$ cat src/rtl/bmd_pkg.sv
// Shared constants and helpers for the bus-master DMA register front end.
// Assumes a 32-bit table pointer spread over four byte lanes.
package bmd_pkg;
    localparam int PTR_W   = 32;
    localparam int LANES   = PTR_W / 8;
    localparam int OFF_W   = $clog2(LANES);
    localparam int ADDR_W  = 3;
    localparam logic [ADDR_W-1:0] OFS_CMD  = 3'd0;
    localparam logic [ADDR_W-1:0] OFS_STAT = 3'd2;
    localparam logic [7:0] CMD_KEEP = 8'h09;

    // Lane mask of an access for a given width code, before any offset.
    function automatic logic [LANES-1:0] width_lanes(input logic [1:0] code);
        case (code)
            2'd0:    width_lanes = 4'b0001;
            2'd1:    width_lanes = 4'b0011;
            default: width_lanes = 4'b1111;
        endcase
    endfunction
endpackage

$ cat src/rtl/bmd_ptr_reg.sv
// Descriptor table pointer with byte-lane writes and shifted reads.
// Assumes write data is aligned to bit 0; lanes beyond the top are dropped.
module bmd_ptr_reg
    import bmd_pkg::*;
(
    input  logic                clk,
    input  logic                rst_n,
    input  logic                wr_en,
    input  logic [OFF_W-1:0]    off,
    input  logic [1:0]          size,
    input  logic [PTR_W-1:0]    wdata,
    output logic [PTR_W-1:0]    rdata,
    output logic [PTR_W-1:0]    ptr
);
    logic [LANES-1:0] lane_sel;
    logic [PTR_W-1:0] wshift;
    logic [PTR_W-1:0] ptr_q;
    logic [PTR_W-1:0] rmask;

    // Select the byte lanes touched by this access.
    always_comb lane_sel = width_lanes(size) << off;
    // Move write data up to the addressed lane.
    always_comb wshift = wdata << (8 * off);

    // Per-lane register update; bits 1:0 held at zero.
    for (genvar g = 0; g < LANES; g++) begin : g_lane
        always_ff @(posedge clk) begin
            if (!rst_n) begin
                ptr_q[8*g +: 8] <= '0;
            end else if (wr_en && lane_sel[g]) begin
                if (g == 0) ptr_q[8*g +: 8] <= wshift[8*g +: 8] & 8'hFC;
                else        ptr_q[8*g +: 8] <= wshift[8*g +: 8];
            end
        end
    end

    // Read: shift down by the offset and mask to the access width.
    always_comb begin
        for (int b = 0; b < LANES; b++)
            rmask[8*b +: 8] = {8{width_lanes(size)[b]}};
        rdata = (ptr_q >> (8 * off)) & rmask;
    end

    assign ptr = ptr_q;

    // a write that misses lane 0 leaves lane 0 unchanged.
    assert_lane0_kept_R5: assert property (@(posedge clk) disable iff (!rst_n)
        (wr_en && !lane_sel[0]) |=> $stable(ptr_q[7:0]));
endmodule

$ cat src/rtl/bmd_ctrl.sv
// Command and status registers, start sequencing and interrupt capture.
// Assumes the walker raises walk_done only while a transfer is active.
module bmd_ctrl
    import bmd_pkg::*;
(
    input  logic             clk,
    input  logic             rst_n,
    input  logic             cmd_wr,
    input  logic             stat_wr,
    input  logic [7:0]       wbyte,
    input  logic [PTR_W-1:0] base,
    input  logic             walk_done,
    input  logic             walk_err,
    input  logic             dev_irq,
    output logic [7:0]       cmd,
    output logic [7:0]       status,
    output logic             walk_start,
    output logic [PTR_W-1:0] walk_ptr
);
    logic [7:0]       cmd_q;
    logic             active_q, err_q, int_q, irq_q, pulse_q;
    logic [1:0]       drv_q;
    logic [PTR_W-1:0] ptr_q;
    logic             rise;

    // Start bit goes 0 to 1 on this command write.
    always_comb rise = cmd_wr && wbyte[0] && !cmd_q[0];

    // Command byte, fetch pointer, start pulse and active flag.
    always_ff @(posedge clk) begin
        if (!rst_n) begin
            cmd_q    <= '0;
            ptr_q    <= '0;
            pulse_q  <= 1'b0;
            active_q <= 1'b0;
        end else begin
            pulse_q <= rise && !active_q;
            if (cmd_wr) cmd_q <= wbyte & CMD_KEEP;
            if (rise)   ptr_q <= base;
            if (rise && !active_q) active_q <= 1'b1;
            else if (walk_done)    active_q <= 1'b0;
        end
    end

    // Error, interrupt and drive-capable status flags.
    always_ff @(posedge clk) begin
        if (!rst_n) begin
            err_q <= 1'b0;
            int_q <= 1'b0;
            drv_q <= '0;
            irq_q <= 1'b0;
        end else begin
            irq_q <= dev_irq;
            if (walk_err)                err_q <= 1'b1;
            else if (stat_wr && wbyte[1]) err_q <= 1'b0;
            if (dev_irq && !irq_q)        int_q <= 1'b1;
            else if (stat_wr && wbyte[2]) int_q <= 1'b0;
            if (stat_wr) drv_q <= wbyte[6:5];
        end
    end

    assign cmd        = cmd_q;
    assign status     = {1'b0, drv_q, 2'b00, int_q, err_q, active_q};
    assign walk_start = pulse_q;
    assign walk_ptr   = ptr_q;

    // the start pulse lasts one cycle and comes with the active flag.
    assert_pulse_single_R3: assert property (@(posedge clk) disable iff (!rst_n)
        walk_start |=> !walk_start);
    assert_pulse_active_R3: assert property (@(posedge clk) disable iff (!rst_n)
        walk_start |-> status[0]);
    // rewriting the same start value never pulses.
    assert_same_start_quiet_R2: assert property (@(posedge clk) disable iff (!rst_n)
        (cmd_wr && (wbyte[0] == cmd[0])) |=> !walk_start);
    // completion drops the active flag.
    assert_done_clears_R4: assert property (@(posedge clk) disable iff (!rst_n)
        (walk_done && status[0]) |=> !status[0]);
    // a rising device interrupt latches status bit 2.
    assert_irq_latch_R7: assert property (@(posedge clk) disable iff (!rst_n)
        $rose(dev_irq) |=> status[2]);
    // a walker error always lands in bit 1.
    assert_err_set_R9: assert property (@(posedge clk) disable iff (!rst_n)
        walk_err |=> status[1]);
endmodule

$ cat src/rtl/bmd_regs.sv
// Register front end of one bus-master DMA channel: decodes the register
// port, routes writes, muxes reads and forwards the interrupt.
// Assumes reads are combinational and writes take effect at the clock edge.
module bmd_regs
    import bmd_pkg::*;
(
    input  logic        clk,
    input  logic        rst_n,
    input  logic        reg_wr,
    input  logic [2:0]  reg_addr,
    input  logic [1:0]  reg_size,
    input  logic [31:0] reg_wdata,
    output logic [31:0] reg_rdata,
    output logic        walk_start,
    output logic        walk_dir,
    output logic [31:0] walk_ptr,
    input  logic        walk_done,
    input  logic        walk_err,
    input  logic        dev_irq,
    output logic        host_irq
);
    logic             cmd_wr, stat_wr, ptr_wr;
    logic [7:0]       cmd, status;
    logic [PTR_W-1:0] ptr_rd, base;

    // Address decode for writes.
    always_comb begin
        cmd_wr  = reg_wr && (reg_addr == OFS_CMD);
        stat_wr = reg_wr && (reg_addr == OFS_STAT);
        ptr_wr  = reg_wr && reg_addr[2];
    end

    bmd_ptr_reg u_ptr (
        .clk   (clk),
        .rst_n (rst_n),
        .wr_en (ptr_wr),
        .off   (reg_addr[OFF_W-1:0]),
        .size  (reg_size),
        .wdata (reg_wdata),
        .rdata (ptr_rd),
        .ptr   (base)
    );

    bmd_ctrl u_ctrl (
        .clk        (clk),
        .rst_n      (rst_n),
        .cmd_wr     (cmd_wr),
        .stat_wr    (stat_wr),
        .wbyte      (reg_wdata[7:0]),
        .base       (base),
        .walk_done  (walk_done),
        .walk_err   (walk_err),
        .dev_irq    (dev_irq),
        .cmd        (cmd),
        .status     (status),
        .walk_start (walk_start),
        .walk_ptr   (walk_ptr)
    );

    // Read mux over the register map.
    always_comb begin
        if (reg_addr[2])                 reg_rdata = ptr_rd;
        else if (reg_addr == OFS_CMD)    reg_rdata = {24'h0, cmd};
        else if (reg_addr == OFS_STAT)   reg_rdata = {24'h0, status};
        else                             reg_rdata = '0;
    end

    assign walk_dir = cmd[3];
    assign host_irq = dev_irq;

    // unused command bits read as zero.
    assert_cmd_zero_R1: assert property (@(posedge clk) disable iff (!rst_n)
        (reg_addr == OFS_CMD) |-> ((reg_rdata & 32'hFFFF_FFF6) == 32'h0));
    // pointer bits 1:0 read as zero.
    assert_ptr_align_R5: assert property (@(posedge clk) disable iff (!rst_n)
        (reg_addr == 3'd4) |-> (reg_rdata[1:0] == 2'b00));
    // a byte-wide pointer read returns nothing above bit 7.
    assert_byte_read_R6: assert property (@(posedge clk) disable iff (!rst_n)
        (reg_addr[2] && reg_size == 2'd0) |-> (reg_rdata[31:8] == 24'h0));
endmodule

$ cat config.mk
export PLATFORM = sky130hd
export DESIGN_NAME = bmd_regs
export DESIGN_NICKNAME = d
export VERILOG_FILES = /design/src/rtl/bmd_pkg.sv /design/src/rtl/bmd_ptr_reg.sv /design/src/rtl/bmd_ctrl.sv /design/src/rtl/bmd_regs.sv
export SDC_FILE = /design/constraint.sdc
export NUM_CORES = 1
export LEC_CHECK = 0
export ABC_AREA = 1
export BUFFER_PORTS_ARGS = -buffer_cell sky130_fd_sc_hd__buf_2
export CAP_MARGIN = 30
export CORE_UTILIZATION = 26
export DETAILED_ROUTE_END_ITERATION = 16
export SYNTH_ARGS = -nofsm -noshare
export SYNTH_HDL_FRONTEND = slang
export SYNTH_SLANG_ARGS = --single-unit
$ cat constraint.sdc
create_clock -name clk -period 1.29 [get_ports clk]
set_input_delay 0.258 -clock clk [delete_from_list [all_inputs] [get_ports clk]]
set_output_delay 0.258 -clock clk [all_outputs]
set_load 0.1 [all_outputs]
==> metrics, run 1 <==
vias 4,769; largest net degree at the start of global routing 48; RSZ-0062 raised after global routing true; share of synthesized flip-flops with an asynchronous set or reset 0%; GP Congestion between 0.8 and 0.9; Die Wd 125 um; worst vdd ir just over 0.7 mV; clock tree buffer depth 2; CTS tree built; n_diodes 0; root buffer cell clkbuf_16; CTS H-tree lvls 3; grt met2 use 32.0%; DRT iter0 DRCs around 370; die height ~120 um; Synth warnings 0; total chip power about 6.7 mW; met3 Track Usage GR 2.71%; final setup vio count 33; core area 14,600 sq um; final worst-path cycle share 129%; failing checks design-rule violations, negative setup slack; DR vias/cell 4.65; commonest non-fill, non-tap cell in the layout nand2_1; Primary FF master, synth dfxtp_1; sequential-to-total area share from yosys stat 35.2%; Lkg Pwr 3.36 nW; smallest setup slack after layout -0.370 ns; post-route ant nets 0; Synth Cell Area 3930 sq um; CTS clk-pin slew, worst paths 0.06 ns; Synth top area share 35.2%; CP arrival 1.40 ns; share of layout cells above drive strength 1 44.7%; vias in the first global route about 4,500; cts hold-fix bufs 0; CP Max Fanout 2; first-pass GRT wire length 23,300 um; status finished with violations; Gate Count Post-Synth 641; Slew Limit Fails 0; area leader, netlist dfxtp_1; P&R area growth vs syn 93.4%; Final Core Density 51.9%; most frequent cells in the layout 181 x nand2_1, 102 x nor2_1, 82 x buf_12, 73 x buf_4, 44 x dfxtp_1; final setup skew 0.00563 ns; nets 880; total length of routed wires 15,100 um; initial antenna violation count 0; busiest grt layer met2; dominant cells by area after synthesis dfxtp_1 35%, nand2_1 20%, nor2_1 11%, inv_1 4.9%, nand3_1 4.5%; clock sinks 69; Power per Cell Area 885 nW/um^2; f_max 602 MHz; CP required 1.03 ns; CP endpoint kind output port; 1st-pass router iterations 11; Worst-Skew Late Latency 0.34 ns; DP Cell Count ~990; final hold vios 0; Initial Utilization 26.8%; worst setup path class reg2out; clock buffer count from CTS 9; Setup crit start kind flop; IO buf count 107; Worst Hold Class in2reg; Tot GR Track Use around a fifth; Synth Register Bits 69; Post-synth EDFFs 0; die area between 15,000 and 20,000 sq um; DRC 10; Netlist cell types 29; max cap viols 0; DP HPWL 11,100 um; total grt overflow 0; wire per inst 14.7 um; min cycle time layout 1.66 ns; final instance count without filler cells 1,026; Top Ports 110; Site Rows 44; Mean Syn Cell Area ~6 sq um; GR Util met1 about a quarter
==> Yosys cell counts, types with 4 or more instances <==
library cell / count
nand2_1: 214
o21ai_0: 28
nor2_1: 119
nand4_1: 8
a211oi_1: 8
clkbuf_1: 12
buf_6: 4
inv_1: 51
buf_2: 17
nand3_1: 35
a21oi_1: 28
o211ai_1: 14
dfxtp_1: 69
buf_4: 7
==> kinds of logic (layout without fill, tap and decap cells) <==
kind of cell           after synthesis  count (layout)  share of synthesized area (%)
AO/OA/AOI/OAI                       86              86                           12.7
buffers and inverters               99             299                           11.5
flip-flops                          69              69                           35.2
other                                1               2                         0.0954
AND/OR/NAND/NOR                    386             386                           40.5
==> routing by layer <==
metal	part of all wire (%)	vias up
li1	-	2407
met1	43	2110
met2	47	207
met3	6.0	45
met4	4.0	0
met5	0	-
==> worst max-delay path: stages, from the launching register on <==
cell and delay (ns):
dfxtp_2 0.35, inv_2 0.04, nand2_1 0.05, o21a_1 0.17, nand2_2 0.10, a21oi_4 0.16, buf_12 0.19
==> sequential cells by signal, indices dropped and copies added (netlist names) <==
name	count
u_ctrl.cmd	2
u_ctrl.walk_start	1
u_ctrl.active_q	1
u_ptr.ptr	30
u_ctrl.walk_ptr	30
u_ctrl.drv_q	2
u_ctrl.irq_q	1
u_ctrl.err_q	1
u_ctrl.int_q	1
==> through the flow <==
step	instance area [sq um]	hold slack, ns	setup WS, ns	setup TNS [ns]
after floorplan	4280	0.369	-1.14	-15.50
after global placement	6690	0.410	-0.352	-24.18
after detailed placement	6690	0.423	-0.357	-25.06
after CTS	7430	0.149	-0.352	-9.23
after global routing	7600	0.157	-0.409	-9.70
final	7600	0.148	-0.370	-8.46
==> cell type report <==
| type | count | area, sq um |
|---|---|---|
| timing repair buffer | 225 | 2800 |
| timing repair inverter | 2 | 15.0 |
| tap | 184 | 230 |
| clock buffer | 12 | 256 |
| sequential | 69 | 1430 |
| inverter | 56 | 241 |
| fill | 1335 | 7040 |
| multi-input combinational | 474 | 2610 |
| clock inverter | 4 | 22.5 |
==> power breakdown <==
| group | leakage (nW) | internal (mW) | switching (mW) |
|---|---|---|---|
| clock network | 0.138 | 1.40 | 0.925 |
| registers | 0.574 | 2.21 | 0.0723 |
| logic | 2.65 | 0.857 | 1.26 |
==> repair_timing <==
action                                  CTS  global route
gates resized for setup                 106            47
endpoints found under the setup margin   32            41
setup buffers                            14             6
pin swaps                                43            29
cloned                                    5             0
==> path summary, 6_finish.rpt <==
| check | start | end | slack [ns] | depth (start not counted) |
|---|---|---|---|---|
| setup / recovery | u_ptr.ptr[31]$_SDFFE_PN0P_ | reg_rdata[7] | -0.37 | 6 |
| hold / removal | walk_err | u_ctrl.err_q$_SDFFE_PN0P_ | 0.15 | 3 |
| setup reg to reg | u_ptr.ptr[29]$_SDFFE_PN0P_ | u_ptr.ptr[29]$_SDFFE_PN0P_ | 0.05 | 9 |
| hold reg to reg | u_ctrl.irq_q$_SDFF_PN0_ | u_ctrl.int_q$_SDFFE_PN0P_ | 0.43 | 1 |
(Power assumes the default switching activity.)
==> run 2, diff against run 1 <==
Settings changed: PLACE_DENSITY from default to 0.48.
==> metrics, run 2 (synthesis results as in run 1) <==
post-route cell area 7380 sq um (-2.9%); CP arrival 1.42 ns (+0.02 ns); n_diodes 0 (unchanged); final worst-path cycle share 130% (+1.5 points); total length of routed wires 15,800 um (+4.6%); Setup crit start kind flop; first-pass GRT wire length 25,000 um (+6.9%); CTS H-tree lvls 3 (unchanged); Worst Hold Class in2reg; initial antenna violation count 0 (unchanged); DRT iter0 DRCs 233 (-37%); status finished with violations; final hold vios 0 (unchanged); clock sinks 69 (unchanged); Reg power frac 33.8% (-0.2 points); vias in the first global route 4,594 (+2.2%); DRC 10 (unchanged); P&R area growth vs syn 87.8%; max cap viols 0 (unchanged); Clock Power Share 36.0% (+1.5 points); Net Sw Frac 33.0% (-0.62 points); Power per Cell Area 920 nW/um^2 (+3.9%); CTS tree built; total grt overflow 0 (unchanged); wire per inst 15.7 um (+6.8%); Die Wd 125 um (unchanged); CP Max Fanout 2 (unchanged); CP required 1.03 ns (about the same); nets 859 (-2.4%); Worst Reg-to-Reg Cells 8 (-1); DP HPWL 12,800 um (+15%); CP endpoint kind output port; core area 14,600 sq um (unchanged); Lkg Pwr 3.22 nW (-4.1%); NetSw 2.24 mW (-1.0%); hold slack 0.125 ns (-0.0224 ns); Slew Limit Fails 0 (unchanged); Pint 4.55 mW (+1.8%); f_max 596 MHz (-1.1%); commonest non-fill, non-tap cell in the layout nand2_1; Critical Path Start u_ptr.ptr[16]$_SDFFE_PN0P_; cts hold-fix bufs 0 (unchanged); largest net degree at the start of global routing 41 (-15%); CP Capture Point reg_rdata[0]; Initial Utilization 26.8% (unchanged); root buffer cell clkbuf_16; post-route ant nets 0 (unchanged); DR vias/cell 4.61 (-0.76%); min cycle time layout 1.68 ns (+0.0187 ns); RSZ-0062 raised after global routing true; flop-to-flop setup slack 0.12 ns (+0.07 ns); failing checks design-rule violations, negative setup slack; die height 125 um (unchanged); most frequent cells in the layout 176 x nand2_1, 102 x nor2_1, 79 x buf_12, 60 x buf_4, 47 x dfxtp_1; clock tree buffer depth 2 (unchanged); IO buf count 107 (unchanged); worst vdd ir 0.589 mV (-18%); GP Congestion 0.950 (+6.6%); CTS clk-pin slew, worst paths 0.05 ns (about the same); Cell Area, Placed 6590 sq um (-1.6%); smallest setup slack after layout -0.389 ns (-0.0187 ns); Gate power share 30.1% (-1.4 points); die area 15,600 sq um (unchanged); R2R Path End u_ctrl.walk_ptr[16]$_SDFFE_PN0P_; Top Ports 110 (unchanged); vias 4,636 (-2.8%); worst setup path class reg2out; RR Startpoint u_ptr.ptr[16]$_SDFFE_PN0P_; 1st-pass router iterations 10 (-1); share of layout cells above drive strength 1 43.0% (-1.7 points); setup TNS -8.74 ns (-0.280 ns); Tot GR Track Use 21.2% (+1.9 points); clock buffer count from CTS 9 (unchanged); final setup skew 0.00582 ns (+0.000199 ns); Worst-Skew Late Latency 0.34 ns (about the same); Site Rows 44 (unchanged); final setup vio count 32 (-3.0%)
[run 2: cell count changes in the layout (fill, tap and decap cells not counted), sizes merged]
cell / delta
buf: -17
inv: -2
bufbuf: -1
bufinv: +1
clkbuf: -1
clkinv: -1
[run 2: cell type report]
cell class              count  area (sq um)
well taps                 184           230
fillers                  1447          7270
inverters                  56           233
clock buffers              12           246
multi-input cells         474          2620
clock inverters             4          47.5
flip-flops and latches     69          1420
repair buffers            206          2570
[run 2: metal layers]
layer  track usage (%)  wire length, um  vias up
li1                  -                -     2358
met5                 0                0        -
met4              8.54              412        0
met2              35.6             7500      141
met1              27.1             7150     2113
met3              3.39              741       24
[run 2: timing repair]
action | in CTS | in global routing
cloned | 2 | 0
resized for setup | 101 | 43
pin swaps | 40 | 28
hold endpoints to repair | 0 | 0
setup buffers | 13 | 2
endpoints found under the setup margin | 33 | 34
[run 2: worst min-delay path by stage]
| stage | startpoint | end | slack, ns | depth (start not counted) |
|---|---|---|---|---|
| floorplan | dev_irq | u_ctrl.irq_q$_SDFF_PN0_ | 0.37 | 2 |
| global placement | u_ctrl.irq_q$_SDFF_PN0_ | u_ctrl.int_q$_SDFFE_PN0P_ | 0.41 | 1 |
| detailed placement | u_ctrl.irq_q$_SDFF_PN0_ | u_ctrl.int_q$_SDFFE_PN0P_ | 0.43 | 1 |
| CTS | walk_err | u_ctrl.err_q$_SDFFE_PN0P_ | 0.12 | 3 |
| global route | walk_err | u_ctrl.err_q$_SDFFE_PN0P_ | 0.13 | 3 |
| finish | walk_err | u_ctrl.err_q$_SDFFE_PN0P_ | 0.13 | 3 |
[run 2: metrics by stage]
| stage | setup slack, ns | cells | total power [mW] | utilization, % |
|---|---|---|---|---|
| 2_1_floorplan | -1.14 | 642 | 3.41 | - |
| 3_3_place_gp | -0.417 | 982 | 4.19 | 45.0 |
| 3_5_place_dp | -0.421 | 982 | 4.20 | 45.0 |
| 4_1_cts | -0.417 | 1010 | 6.82 | 49.7 |
| 5_1_grt | -0.424 | 1005 | 7.04 | 50.4 |
| 6_report | -0.389 | 1005 | 6.78 | 50.4 |
[run 2: critical path, stage by stage (launching register included)]
cell and delay, ns:
dfxtp_2 0.35, inv_2 0.05, o21ai_1 0.12, buf_4 0.15, o21ai_1 0.06, o211ai_1 0.14
buf_12 0.22
[run 2: power groups by stage]
stage,Combinational (mW),Clock (mW),Sequential (mW)
after floorplan,0.957,0,2.45
after global routing,2.17,2.57,2.30
after CTS,2.02,2.51,2.29
after detailed placement,1.87,0,2.33
after global placement,1.87,0,2.33
final,2.05,2.44,2.30
==> run 3, diff against run 2 <==
Settings changed: PLACE_DENSITY 0.48 to 0.47, SYNTH_HIERARCHICAL from default to 1.
==> metrics, run 3 <==
most frequent cells in the layout 168 x nand2_1, 140 x nor2_1, 82 x buf_4, 76 x buf_12, 72 x inv_1; Max stage delay on crit path 0.34 ns (about the same); Tot GR Track Use 18.2% (-3.0 points); DP HPWL 11,900 um (-6.4%); final worst-path cycle share 130% (-0.48 points); Die Wd 135 um (+8.2%); Cell Area, Placed 7090 sq um (+7.7%); Synth top area share 30.8% (-4.3 points); Post-synth EDFFs 0 (unchanged); failing checks negative setup slack; Synth Register Bits 71 (+2.9%); Critical Path Start u_ptr/ptr[20]$_SDFFE_PN0P_; CP Max Fanout 2 (unchanged); final setup skew 0.00446 ns (-0.00137 ns); final setup vio count 32 (unchanged); DR vias/cell 4.42 (-4.2%); count leader, synth nand2_1; Gate Count Post-Synth 782 (+22%); Reg power frac 34.0% (+0.2 points); CP Cell Sequence inv_2 > a21oi_2 > o21ai_2 > a21oi_1 > nand2_1 > clkinv_4 > buf_12; max cap viols 0 (unchanged); Netlist cell types 26 (-10%); clock sinks 71 (+2.9%); Slew Limit Fails 0 (unchanged); Top Ports 110 (unchanged); clock buffer count from CTS 9 (unchanged); smallest setup slack after layout -0.383 ns (+0.00615 ns); dominant cells by area after synthesis dfxtp_1 31%, nand2_1 16%, nor2_1 12%, inv_1 7.7%, nand3_1 6.4%; vias in the first global route 4,656 (+1.3%); CTS tree built; CP Capture Point reg_rdata[12]; GP Congestion 0.824 (-13%); Site Rows 48 (+9.1%); post-route ant nets 0 (unchanged); first-pass GRT wire length 25,500 um (+2.0%); flop-to-flop setup slack 0.06 ns (-0.06 ns); CTS H-tree lvls 3 (unchanged); worst vdd ir 0.597 mV (+1.4%); clock tree buffer depth 2 (unchanged); largest net degree at the start of global routing 67 (+63%); Worst-Skew Late Latency 0.34 ns (about the same); die height 135 um (+8.2%); R2R Path End u_ctrl/walk_ptr[18]$_SDFFE_PN0P_; # fillers 1,749 (+21%); root buffer cell clkbuf_16; P&R area growth vs syn 79.8%; post-route cell area 8290 sq um (+12%); total grt overflow 0 (unchanged); IO buf count 109 (+1.9%); commonest cells in the netlist 202 x nand2_1, 152 x nor2_1, 95 x inv_1, 71 x dfxtp_1, 59 x nand3_1; DRC 0 (-10); share of synthesized flip-flops with an asynchronous set or reset 0% (unchanged); total chip power 6.96 mW (+2.6%); CTS clk-pin slew, worst paths 0.06 ns (about the same); Worst Reg-to-Reg Cells 7 (-1); Net Sw Frac 34.5% (+1.5 points); DRT iter0 DRCs 369 (+58%); final hold vios 0 (unchanged); Synth Cell Area 4610 sq um (+17%); wire per inst 14.6 um (-6.9%); vias 5,306 (+14%); nets 1,014 (+18%); Initial Utilization 26.6% (-0.18 points); CP required 1.03 ns (about the same); Primary FF master, synth dfxtp_1; worst setup path class reg2out; Gate power share 32.1% (+2.0 points); n_diodes 0 (unchanged); NetSw 2.40 mW (+7.3%); Critical Path Stages 7 (+1); commonest non-fill, non-tap cell in the layout nand2_1; die area 18,300 sq um (+17%); Lkg Pwr 4.03 nW (+25%); status finished with violations; 1st-pass router iterations 5 (-5); cell family with most CP delay compound AO/OA/AOI/OAI gates; Setup crit start kind flop; Mean Syn Cell Area 5.89 sq um (-3.8%); area leader, netlist dfxtp_1; core area 17,300 sq um (+18%); RSZ-0062 raised after global routing true; CP arrival 1.41 ns (about the same); Bufs and invs on worst path 3 (unchanged); f_max 598 MHz (+0.37%); Max stage delay cell, worst path dfxtp_2; total length of routed wires 17,600 um (+11%); Final Core Density 47.9% (-2.5 points); cts hold-fix bufs 0 (unchanged); RR Startpoint u_ctrl/cmd[0]$_SDFFE_PN0P_; min cycle time layout 1.67 ns (-0.00615 ns); Worst Hold Class in2reg; max reg flops 32; CP endpoint kind output port; Synth warnings 6 (+6); sequential-to-total area share from yosys stat 30.8% (-4.3 points); Power per Cell Area 840 nW/um^2 (-8.7%); share of layout cells above drive strength 1 42.7% (-0.27 points); initial antenna violation count 0 (unchanged); Pint 4.56 mW (+0.25%); dpl ws -0.502 ns (-0.0808 ns); Clock Power Share 33.9% (-2.1 points)
==> run 3: cell types whose count changed after synthesis, sizes merged, moves of 15 or more <==
cell,change
buf,+19
inv,+63
nand3,+24
nor2,+34
o211ai,-15
o21ai,+22
==> run 3: layer usage <==
metal  vias to the layer above  wire, um  GRT usage (%)
li1                       2750         -              -
met2                       151      8090           27.3
met1                      2389      8490           26.8
met4                         0       212           5.49
met3                        16       790           2.39
met5                         -         0              0
==> run 3: timing repair <==
item,in CTS,in global routing
gates resized for setup,132,78
gates cloned,2,8
hold endpoints to repair,0,0
pin swaps,52,34
setup buffers,13,10
endpoints found under the setup margin,32,58
==> run 3: how the worst min path moves through the flow <==
stage | startpoint | end | cells past startpoint
final | walk_err | u_ctrl/err_q$_SDFFE_PN0P_ | 3
after global routing | walk_err | u_ctrl/err_q$_SDFFE_PN0P_ | 3
after CTS | walk_err | u_ctrl/err_q$_SDFFE_PN0P_ | 3
after detailed placement | u_ctrl/irq_q$_SDFF_PN0_ | u_ctrl/int_q$_SDFFE_PN0P_ | 1
after global placement | u_ctrl/irq_q$_SDFF_PN0_ | u_ctrl/int_q$_SDFFE_PN0P_ | 1
after floorplan | dev_irq | u_ctrl/irq_q$_SDFF_PN0_ | 2
==> run 3: power by group through the flow <==
stage | clock, mW | sequential [mW] | combinational (mW)
floorplan | 0 | 2.54 | 1.06
global placement | 0 | 2.40 | 1.93
detailed placement | 0 | 2.40 | 1.93
CTS | 2.40 | 2.37 | 2.11
global route | 2.51 | 2.38 | 2.37
finish | 2.36 | 2.37 | 2.23
==> run 3: worst min-delay path, cell delays in order <==
cell     delay, ns
buf_2         0.08
a21oi_1       0.04
nor2_1        0.09
==> run 3: kinds of logic after synthesis <==
kind of cell / count (synthesis) / synth area share (%)
AOI/OAI and AO/OA: 92 / 10.6
buffers and inverters: 177 / 18.6
DFF: 71 / 30.8
other: 2 / 0.163
and+or+nand+nor: 440 / 39.9
==> run 3: final cells by class <==
type	instances	area, sq um	area share (%)
multi-input combinational	544	2910	35.2
timing repair buffer	227	2760	33.3
sequential	71	1470	17.7
inverter	118	592	7.14
tap	225	282	3.40
clock buffer	12	256	3.10
clock inverter	4	20.0	0.242
==> run 3: through the flow <==
stage,hold slack (ns),std cells,setup TNS [ns]
after global placement,0.402,1153,-26.56
after global routing,0.166,1201,-11.61
final,0.170,1201,-9.89
after CTS,0.158,1184,-10.93
after floorplan,0.365,791,-4.51
after detailed placement,0.414,1153,-27.33
